File: src/rtl/txn_rsp_pkg.sv
// Shared encodings for the processor transaction response decoder.
// Assumes the class and tag codes below are fixed by the neighbouring logic.
package txn_rsp_pkg;
    localparam int CLS_W  = 3;
    localparam int TAG_W  = 2;
    localparam int ACT_W  = 3;
    localparam int N_ACT  = 7;

    localparam logic [CLS_W-1:0] CLS_READ  = 3'd0;
    localparam logic [CLS_W-1:0] CLS_WRITE = 3'd1;
    localparam logic [CLS_W-1:0] CLS_FLUSH = 3'd2;
    localparam logic [CLS_W-1:0] CLS_CLEAN = 3'd3;
    localparam logic [CLS_W-1:0] CLS_KILL  = 3'd4;

    localparam logic [TAG_W-1:0] TAG_CLEAN = 2'b01;
    localparam logic [TAG_W-1:0] TAG_DIRTY = 2'b10;

    // Action code; value k (1..N_ACT) drives strobe bit k-1.
    typedef enum logic [ACT_W-1:0] {
        ACT_NONE       = 3'd0,
        ACT_FILL       = 3'd1,
        ACT_CLAIM      = 3'd2,
        ACT_UPDATE     = 3'd3,
        ACT_UPD_CLEAN  = 3'd4,
        ACT_INVAL      = 3'd5,
        ACT_PUSH_INVAL = 3'd6,
        ACT_PUSH_CLEAN = 3'd7
    } act_e;
endpackage

File: src/rtl/rsp_rw_path.sv
// Decides the action for processor reads and writes.
// Assumes tag codes other than clean/dirty mean miss; a write-kind snoop hit
// outranks a read-kind one; cache-inhibit outranks every other attribute.
module rsp_rw_path
    import txn_rsp_pkg::*;
(
    input  logic             is_write,
    input  logic [TAG_W-1:0] tag,
    input  logic             burst,
    input  logic             inhibit,
    input  logic             wthru,
    input  logic             snp_rd,
    input  logic             snp_wr,
    output act_e             act
);
    logic hit_c, hit_d, hit;
    assign hit_c = (tag == TAG_CLEAN);
    assign hit_d = (tag == TAG_DIRTY);
    assign hit   = hit_c | hit_d;

    // Priority decode of the read/write answer.
    always_comb begin
        act = ACT_NONE;
        if (inhibit) begin
            if (hit_c)      act = ACT_INVAL;
            else if (hit_d) act = ACT_PUSH_INVAL;
        end else if (!is_write) begin
            if (hit)        act = ACT_CLAIM;
            else if (burst) act = ACT_FILL;
        end else if (burst && snp_wr) begin
            if (hit)        act = ACT_INVAL;
        end else if (burst && snp_rd) begin
            if (hit)        act = ACT_UPD_CLEAN;
        end else if (wthru) begin
            if (hit)        act = ACT_UPDATE;
        end else if (burst) begin
            if (hit_c)      act = ACT_CLAIM;
            else if (hit_d) act = ACT_UPD_CLEAN;
            else            act = ACT_FILL;
        end else begin
            if (hit)        act = ACT_CLAIM;
        end
    end

    always_comb begin
        assert (!(inhibit && (act == ACT_CLAIM || act == ACT_FILL)));
    end
endmodule

File: src/rtl/rsp_ao_path.sv
// Decides the action for address-only cache operations (flush, clean, kill).
// Assumes a miss on any of them needs no action.
module rsp_ao_path
    import txn_rsp_pkg::*;
(
    input  logic [CLS_W-1:0] cls,
    input  logic [TAG_W-1:0] tag,
    output act_e             act
);
    logic hit_c, hit_d;
    assign hit_c = (tag == TAG_CLEAN);
    assign hit_d = (tag == TAG_DIRTY);

    // Per-class answer for clean and dirty hits.
    always_comb begin
        act = ACT_NONE;
        unique case (cls)
            CLS_FLUSH: act = hit_d ? ACT_PUSH_INVAL : (hit_c ? ACT_INVAL : ACT_NONE);
            CLS_CLEAN: act = hit_d ? ACT_PUSH_CLEAN : ACT_NONE;
            CLS_KILL:  act = (hit_c || hit_d) ? ACT_INVAL : ACT_NONE;
            default:   act = ACT_NONE;
        endcase
    end
endmodule

File: src/rtl/rsp_strobe_reg.sv
// Registers an action code as a one-hot strobe vector, one cycle later.
// Assumes action code k maps to strobe bit k-1 and code 0 to no strobe.
module rsp_strobe_reg
    import txn_rsp_pkg::*;
#(
    parameter int NA = N_ACT
) (
    input  logic          clk,
    input  logic          rst_n,
    input  logic          valid,
    input  act_e          act,
    output logic [NA-1:0] strobe
);
    logic [ACT_W-1:0] code;
    assign code = act;

    for (genvar i = 0; i < NA; i++) begin : g_bit
        // One flop per action: set when this cycle's valid code selects it.
        always_ff @(posedge clk) begin
            if (!rst_n) strobe[i] <= 1'b0;
            else        strobe[i] <= valid && (code == ACT_W'(i + 1));
        end
    end
endmodule

File: src/rtl/txn_resp_decoder.sv
// Top: picks the read/write or address-only answer for a processor request
// and presents it as registered one-hot strobes one cycle later.
// Assumes request inputs are stable for the cycle req_valid is high.
module txn_resp_decoder
    import txn_rsp_pkg::*;
(
    input  logic             clk,
    input  logic             rst_n,
    input  logic             req_valid,
    input  logic [CLS_W-1:0] req_class,
    input  logic [TAG_W-1:0] tag_state,
    input  logic             attr_burst,
    input  logic             attr_inhibit,
    input  logic             attr_wthru,
    input  logic             snp_rd_hit,
    input  logic             snp_wr_hit,
    output logic             do_fill,
    output logic             do_claim,
    output logic             do_update,
    output logic             do_update_clean,
    output logic             do_invalidate,
    output logic             do_push_invalidate,
    output logic             do_push_clean
);
    act_e rw_act, ao_act, sel_act;
    logic is_rw;
    logic [N_ACT-1:0] strobe;

    assign is_rw = (req_class == CLS_READ) || (req_class == CLS_WRITE);

    rsp_rw_path u_rw (
        .is_write (req_class == CLS_WRITE),
        .tag      (tag_state),
        .burst    (attr_burst),
        .inhibit  (attr_inhibit),
        .wthru    (attr_wthru),
        .snp_rd   (snp_rd_hit),
        .snp_wr   (snp_wr_hit),
        .act      (rw_act)
    );

    rsp_ao_path u_ao (
        .cls (req_class),
        .tag (tag_state),
        .act (ao_act)
    );

    // Select the path that owns this transaction class.
    always_comb sel_act = is_rw ? rw_act : ao_act;

    rsp_strobe_reg #(.NA(N_ACT)) u_reg (
        .clk    (clk),
        .rst_n  (rst_n),
        .valid  (req_valid),
        .act    (sel_act),
        .strobe (strobe)
    );

    assign do_fill            = strobe[0];
    assign do_claim           = strobe[1];
    assign do_update          = strobe[2];
    assign do_update_clean    = strobe[3];
    assign do_invalidate      = strobe[4];
    assign do_push_invalidate = strobe[5];
    assign do_push_clean      = strobe[6];

    AST_ONE_STROBE: assert property (@(posedge clk) disable iff (!rst_n)
        $onehot0({do_fill, do_claim, do_update, do_update_clean,
                  do_invalidate, do_push_invalidate, do_push_clean}));
    AST_IDLE_QUIET: assert property (@(posedge clk) disable iff (!rst_n)
        !req_valid |=> !(do_fill || do_claim || do_update || do_update_clean ||
                         do_invalidate || do_push_invalidate || do_push_clean));
    AST_AO_MISS_QUIET: assert property (@(posedge clk) disable iff (!rst_n)
        (req_valid && !is_rw && tag_state != TAG_CLEAN && tag_state != TAG_DIRTY)
        |=> !(do_fill || do_claim || do_update || do_update_clean ||
              do_invalidate || do_push_invalidate || do_push_clean));
    AST_INHIBIT_NO_GRANT: assert property (@(posedge clk) disable iff (!rst_n)
        (req_valid && is_rw && attr_inhibit)
        |=> !(do_fill || do_claim || do_update || do_update_clean));
    AST_SNOOP_NO_ALLOC: assert property (@(posedge clk) disable iff (!rst_n)
        (req_valid && req_class == CLS_WRITE && !attr_inhibit && attr_burst &&
         (snp_rd_hit || snp_wr_hit)) |=> !do_fill);
    AST_KILL_HIT_INVAL: assert property (@(posedge clk) disable iff (!rst_n)
        (req_valid && req_class == CLS_KILL &&
         (tag_state == TAG_CLEAN || tag_state == TAG_DIRTY)) |=> do_invalidate);
endmodule

File: config.mk
export PLATFORM = sky130hd
export DESIGN_NAME = txn_resp_decoder
export DESIGN_NICKNAME = d
export VERILOG_FILES = /design/src/rtl/txn_rsp_pkg.sv /design/src/rtl/rsp_rw_path.sv /design/src/rtl/rsp_ao_path.sv /design/src/rtl/rsp_strobe_reg.sv /design/src/rtl/txn_resp_decoder.sv
export SDC_FILE = /design/constraint.sdc
export NUM_CORES = 1
export LEC_CHECK = 0
export ABC_CLOCK_PERIOD_IN_PS = 2360
export BUFFER_PORTS_ARGS = -buffer_cell sky130_fd_sc_hd__buf_4
export CAP_MARGIN = 25
export CORE_AREA = 2 2 39 41
export DETAILED_ROUTE_END_ITERATION = 6
export DIE_AREA = 0 0 41 43
export GPL_TIMING_DRIVEN = 0
export PLACE_DENSITY = 0.66
export SYNTH_ARGS = -nofsm -noshare
export SYNTH_HDL_FRONTEND = slang
export SYNTH_HIERARCHICAL = 1
export SYNTH_SLANG_ARGS = --single-unit
File: constraint.sdc
create_clock -name clk -period 2.36 [get_ports clk]
set_clock_uncertainty 0.2 [all_clocks]
set_input_delay 0.118 -clock clk [delete_from_list [all_inputs] [get_ports clk]]
set_output_delay 0.118 -clock clk [all_outputs]
set_load 0.02 [all_outputs]
==> impl_metrics.json, run 1 <==
{
  "final_layout_size_suffix_gt1_frac": 0.376,
  "criticalPathCategory": "in -> reg",
  "power.leakage_nw": 0.326,
  "timing.fmax_ghz": 0.476,
  "maxCapViolCount": 0,
  "layout_worst_path_cycle_share": 0.890,
  "power.density_mw_per_mm2": 425,
  "final-hold-violation-count": 0,
  "total_of_hold_buffers_inserted_after_clock_tree_synthesis": 2,
  "estimated_wirelength_of_the_detail_placed_design_um": 790,
  "worst_ir_drop_vdd_uv": 128,
  "globalplace.congestion": 0.788,
  "cpPeakStageDelay_ns": 0.60,
  "nNetsFinal": 103,
  "largest_reg_flops": 7,
  "clock-root-buffer": "sky130_fd_sc_hd__clkbuf_4",
  "globalRouteTotalUtil": 0.132,
  "final-seq-area_um2": 140,
  "critPathMaxFanout": 4,
  "fin_tns_setup_ns": 0,
  "num-fill-cells": 126,
  "placed_area_um2": 679,
  "viasPerCell": 4.70,
  "tightest_slew_ns": 0.514,
  "synth_sequential_area_ratio": 0.271,
  "hold-path-cell-count": 3,
  "floorplan.die.height_um": 43,
  "required_ns": 2.33,
  "finalInstanceArea_um2": 726,
  "numClockSinks": 7,
  "cpLargestDelayFamily": "simple AND/OR/NAND/NOR gates",
  "path_cells": "buf_4 -> or2_1 -> or3b_1 -> o32ai_2 -> mux2_4 -> nand3_2 -> dlygate4sd3_1 -> nor3_1",
  "critical_path_cell_count": 8,
  "critical_path.slowest_cell": "sky130_fd_sc_hd__dlygate4sd3_1",
  "timing.critical_path.from_type": "primary input",
  "worst_endpoint_data_arrival_time_ns": 2.07,
  "routed_wl_um": 927,
  "maximum_number_of_pins_on_one_net_before_global_route_repair": 9,
  "rows": 14,
  "holdPathEnd": "u_reg/strobe[2]",
  "post-route-drc-count": 0,
  "cts_buffers": 3,
  "final-max-slew-violation-count": 0,
  "setup.worst_path.end_class": "flip-flop",
  "area_growth_syn_to_layout_pct": 40.4,
  "cp_num_buf_inv": 2,
  "n_antenna_cell": 0,
  "grt_pass1_wl_um": 1570,
  "post_drt_wl_per_cell_um": 9.18,
  "design.portCount": 20,
  "multi_input_area_um2": 354,
  "start_util": 0.373,
  "hold_start": "rst_n",
  "slew_headroom": 0.648,
  "asyncSetResetFlopFracSynth": 0,
  "synth_area_um2": 517,
  "synthesis.yosys.warnings": 6,
  "dieWidth_um": 41,
  "coreArea_mm2": 0.00138,
  "route.vias.total": 475,
  "grt_pass1_vias": 426,
  "grt_remaining_overflow": 0,
  "firstDrtPassIters": 3,
  "syn_area_per_cell_um2": 8.61,
  "antenna_violations_before_repair": 0,
  "synth.distinct_cells": 28,
  "route.antenna.remaining_nets": 0,
  "grt_setup_unrepaired": "false",
  "post-route-min-period_ns": 2.10,
  "tritoncts": "yes",
  "ys_seq_elements": 7,
  "max_flop_register": "u_reg/strobe",
  "yosys_most_used_dff": "sky130_fd_sc_hd__dfxtp_1",
  "ctsHtreeMaxLevel": 1,
  "io_buffers": 19,
  "worstHoldPathType": "in -> reg",
  "syn_nets": 77,
  "number_of_setup_violations_in_the_final_report": 0,
  "dieArea_mm2": 0.00176,
  "postCtsSetupBuffers": 0,
  "cts_resized": 0,
  "clock_tree.buffer_depth": 2,
  "netlist_instances": 60,
  "worst_setup_hold_path_clk_slew_ns": 0.05,
  "synth_edf_count": 0,
  "run_status": "finished clean",
  "detail_route.iter0.violations": 4,
  "registers_with_the_most_flip_flops": "u_reg/strobe: 7 flops"
}
==> synthesized netlist by cell type, types with 2 or more instances <==
master | instances | share of area
sky130_fd_sc_hd__a31oi_1 | 2 | 0.024
sky130_fd_sc_hd__nand2_1 | 5 | 0.036
sky130_fd_sc_hd__nand2b_1 | 3 | 0.036
sky130_fd_sc_hd__mux2_4 | 3 | 0.087
sky130_fd_sc_hd__nor3_1 | 3 | 0.029
sky130_fd_sc_hd__ha_1 | 4 | 0.097
sky130_fd_sc_hd__nor2_1 | 8 | 0.058
sky130_fd_sc_hd__dfxtp_1 | 7 | 0.27
sky130_fd_sc_hd__inv_1 | 6 | 0.044
==> report_power, final <==
| part | switching, mW | internal (mW) |
|---|---|---|
| clock network | 0.0407 | 0.0643 |
| registers | 0.000400 | 0.120 |
| logic | 0.0393 | 0.0437 |
==> cells in the final DEF, fill, tap and decap left out <==
cell type	Yosys	layout
sky130_fd_sc_hd__nand2b_1	3	3
sky130_fd_sc_hd__or2_1	1	1
sky130_fd_sc_hd__mux2i_1	1	1
sky130_fd_sc_hd__and2_1	1	1
sky130_fd_sc_hd__nor3b_1	1	1
sky130_fd_sc_hd__o21ai_1	1	1
sky130_fd_sc_hd__ha_1	4	4
sky130_fd_sc_hd__dlygate4sd3_1	0	2
sky130_fd_sc_hd__nor2_4	1	1
sky130_fd_sc_hd__dfxtp_1	7	7
sky130_fd_sc_hd__a21oi_1	1	1
sky130_fd_sc_hd__o21a_1	1	1
sky130_fd_sc_hd__nor2_1	8	8
sky130_fd_sc_hd__nand3b_1	1	1
sky130_fd_sc_hd__inv_1	6	6
sky130_fd_sc_hd__nand2_1	5	5
sky130_fd_sc_hd__mux2_4	3	3
sky130_fd_sc_hd__a31oi_1	2	2
sky130_fd_sc_hd__nor3_1	3	3
sky130_fd_sc_hd__clkbuf_4	0	3
sky130_fd_sc_hd__o31ai_1	1	1
sky130_fd_sc_hd__nand3b_2	1	1
sky130_fd_sc_hd__nor2_2	1	1
sky130_fd_sc_hd__a2111oi_0	1	1
sky130_fd_sc_hd__buf_4	0	19
sky130_fd_sc_hd__o21ba_2	1	1
sky130_fd_sc_hd__nand3_2	1	1
sky130_fd_sc_hd__clkbuf_1	0	1
sky130_fd_sc_hd__a311o_1	1	1
sky130_fd_sc_hd__o32ai_2	1	1
sky130_fd_sc_hd__o21ai_2	1	1
sky130_fd_sc_hd__or3b_1	1	1
==> area by class of cell <==
type,count,area share
clock buffer,4,0.0362
inverter,6,0.0310
multi-input combinational,47,0.488
sequential,7,0.193
tap,16,0.0276
timing repair buffer,21,0.224
==> metrics by stage <==
step | worst slack (ns) | power (mW) | hold WS [ns] | utilization | instances
after floorplan | 0.653 | 0.171 | 0.0648 | - | 60
after global placement | 0.193 | 0.203 | 0.207 | 0.491 | 95
after detailed placement | 0.169 | 0.205 | 0.209 | 0.491 | 95
after CTS | 0.255 | 0.315 | 0.00245 | 0.524 | 101
after global routing | 0.155 | 0.331 | 0.0458 | 0.524 | 101
final | 0.259 | 0.309 | 0.0110 | 0.524 | 101
==> worst max-delay path by stage <==
stage	startpoint	endpoint	slack, ns
global route	snp_rd_hit	u_reg/strobe[3]	0.15
global placement	req_class[2]	u_reg/strobe[5]	0.19
floorplan	tag_state[0]	u_reg/strobe[5]	0.65
CTS	snp_rd_hit	u_reg/strobe[3]	0.26
detailed placement	req_class[2]	u_reg/strobe[1]	0.17
finish	snp_rd_hit	u_reg/strobe[3]	0.26
==> cell families after synthesis <==
group	synth area share
compound gates	0.177
fa+ha+maj	0.0969
buf+inv	0.0436
flops	0.271
mux	0.107
simple gates	0.305
==> layer usage <==
layer / track usage / up-vias / part of all wire
li1: - / 262 / -
met1: 0.150 / 200 / 0.41
met2: 0.200 / 13 / 0.52
met3: 0.0314 / 0 / 0.067
met4: 0.100 / 0 / 0
met5: 0 / - / 0
Note: power is estimated with default switching activity, not from simulation.
==> inputs of run 2 (changes only) <==
--- a/config.mk
+++ b/config.mk
@@ -8,11 +8,13 @@
 export ABC_CLOCK_PERIOD_IN_PS = 2360
 export BUFFER_PORTS_ARGS = -buffer_cell sky130_fd_sc_hd__buf_4
 export CAP_MARGIN = 25
-export CORE_AREA = 2 2 39 41
+export CELL_PAD_IN_SITES_DETAIL_PLACEMENT = 1
+export CELL_PAD_IN_SITES_GLOBAL_PLACEMENT = 1
+export CORE_MARGIN = 2
+export CORE_UTILIZATION = 32
 export DETAILED_ROUTE_END_ITERATION = 6
-export DIE_AREA = 0 0 41 43
 export GPL_TIMING_DRIVEN = 0
-export PLACE_DENSITY = 0.66
+export PLACE_DENSITY_LB_ADDON = 0.1
 export SYNTH_ARGS = -nofsm -noshare
 export SYNTH_HDL_FRONTEND = slang
 export SYNTH_HIERARCHICAL = 1
==> run 2 against run 1 <==
Critical path depth stayed put. Die area is 11% higher. Total power is 0.19% higher. Combinational power is 2.8% higher. Global-route usage is 0.13 points higher. Clock power hardly changed. First-iteration DRC count is 50% higher. Maximum frequency is 0.59% lower. Non-clock buffer count stayed put. Final cell count stayed put.
==> impl_metrics.json, run 2 (synthesis gave the netlist of run 1 again) <==
{
  "run_status": "finished clean",
  "criticalPathCategory": "in -> reg",
  "critical_path.slowest_cell": "sky130_fd_sc_hd__dlygate4sd3_1",
  "layout_commonest_cell": "sky130_fd_sc_hd__buf_4",
  "registers_with_the_most_flip_flops": "u_reg/strobe: 7 flops",
  "sequentialPowerShare": 0.390,
  "final_layout_size_suffix_gt1_frac": 0.376,
  "hold_start": "rst_n",
  "post_drt_wl_per_cell_um": 11.2,
  "design.portCount": 20,
  "layout_worst_path_cycle_share": 0.896,
  "cts_buffers": 3,
  "routed_wl_um": 1130,
  "p_switching_uw": 80.9,
  "clockPowerShare": 0.334,
  "firstDrtPassIters": 4,
  "antenna_violations_before_repair": 0,
  "startpoint": "snp_rd_hit",
  "dp_worst_setup_slack_ns": 0.131,
  "critPathMaxFanout": 4,
  "tightest_slew_ns": 0.548,
  "clock-root-buffer": "sky130_fd_sc_hd__clkbuf_4",
  "power.leakage_nw": 0.326,
  "required_ns": 2.33,
  "floorplan.die.height_um": 44.2,
  "ctsHtreeMaxLevel": 1,
  "switching_share": 0.262,
  "place.detailed.instances": 95,
  "viasPerCell": 4.94,
  "worst_setup_hold_path_clk_slew_ns": 0.05,
  "io_buffers": 19,
  "grt_remaining_overflow": 0,
  "power_uw": 309,
  "final-hold-violation-count": 0,
  "timing.fmax_ghz": 0.473,
  "globalplace.congestion": 0.768,
  "max_flop_register": "u_reg/strobe",
  "route.antenna.remaining_nets": 0,
  "grt_setup_unrepaired": "false",
  "power.density_mw_per_mm2": 426,
  "number_of_setup_violations_in_the_final_report": 0,
  "layout.cells.most_common_list": "sky130_fd_sc_hd__buf_4, sky130_fd_sc_hd__nor2_1, sky130_fd_sc_hd__dfxtp_1",
  "numClockSinks": 7,
  "globalRouteTotalUtil": 0.133,
  "worst_endpoint_data_arrival_time_ns": 2.08,
  "final-max-slew-violation-count": 0,
  "cpPeakStageDelay_ns": 0.62,
  "clock_tree.buffer_depth": 2,
  "cp_num_buf_inv": 2,
  "rows": 14,
  "setup.worst_path.end_class": "flip-flop",
  "timing.critical_path.from_type": "primary input",
  "dieWidth_um": 44.2,
  "post-route-min-period_ns": 2.11,
  "post-route-drc-count": 0,
  "grt_pass1_vias": 506,
  "n_antenna_cell": 0,
  "comb_power_share": 0.276,
  "path_cells": "buf_4 -> or2_1 -> or3b_1 -> o32ai_2 -> mux2_4 -> nand3_2 -> dlygate4sd3_1 -> nor3_1",
  "coreArea_mm2": 0.00151,
  "grt_pass1_wl_um": 1960,
  "fin_tns_setup_ns": 0,
  "maxCapViolCount": 0,
  "cpLargestDelayFamily": "simple AND/OR/NAND/NOR gates",
  "dieArea_mm2": 0.00195,
  "largest_reg_flops": 7,
  "layoutNonFillerInstCount": 101,
  "detail_route.iter0.violations": 6,
  "slew_headroom": 0.625,
  "area_growth_syn_to_layout_pct": 40.4,
  "cellInternalPower_uw": 228,
  "estimated_wirelength_of_the_detail_placed_design_um": 932,
  "tritoncts": "yes",
  "postCtsSetupBuffers": 0,
  "worst_ir_drop_vdd_uv": 151,
  "nNetsFinal": 103,
  "layout_setup_ws_ns": 0.246,
  "route.vias.total": 499,
  "start_util": 0.343,
  "worstHoldPathType": "in -> reg",
  "maximum_number_of_pins_on_one_net_before_global_route_repair": 9
}
[run 2: cell type report]
| cell class | count | area, um2 |
|---|---|---|
| tap | 16 | 20.0 |
| clock buffer | 4 | 26.3 |
| multi-input combinational | 47 | 354 |
| sequential | 7 | 140 |
| fill | 199 | 781 |
| inverter | 6 | 22.5 |
| timing repair buffer | 21 | 163 |
[run 2: path summary, 6_finish.rpt]
| check | to | slack, ns | depth (start not counted) |
|---|---|---|---|
| max | u_reg/strobe[3] | 0.25 | 8 |
| min | u_reg/strobe[0] | 0.04 | 3 |
[run 2: layer usage]
layer | global-route usage | vias up | share of wire
li1 | - | 262 | -
met1 | 0.150 | 222 | 0.42
met2 | 0.235 | 13 | 0.52
met3 | 0.0245 | 2 | 0.042
met4 | 0.0727 | 0 | 0.011
met5 | 0 | - | 0
[run 2: stage by stage]
step	cell area, um2	hold slack (ns)	util
floorplan	517	0.0648	-
global placement	679	0.216	0.451
detailed placement	679	0.224	0.451
CTS	726	0.0331	0.482
global route	726	0.0347	0.482
finish	726	0.0428	0.482
[run 2: power by group through the flow]
stage	Sequential, mW	Clock, mW	Combinational [mW]
floorplan	0.125	0	0.0455
global placement	0.123	0	0.0817
detailed placement	0.123	0	0.0840
CTS	0.121	0.109	0.0863
global route	0.121	0.119	0.0944
finish	0.121	0.103	0.0852
[run 2: repair_timing]
action / CTS / global route
resized for setup: 0 / 0
hold endpoints to repair: 4 / 0
hold buffers: 2 / 0
endpoints found under the setup margin: 0 / 0
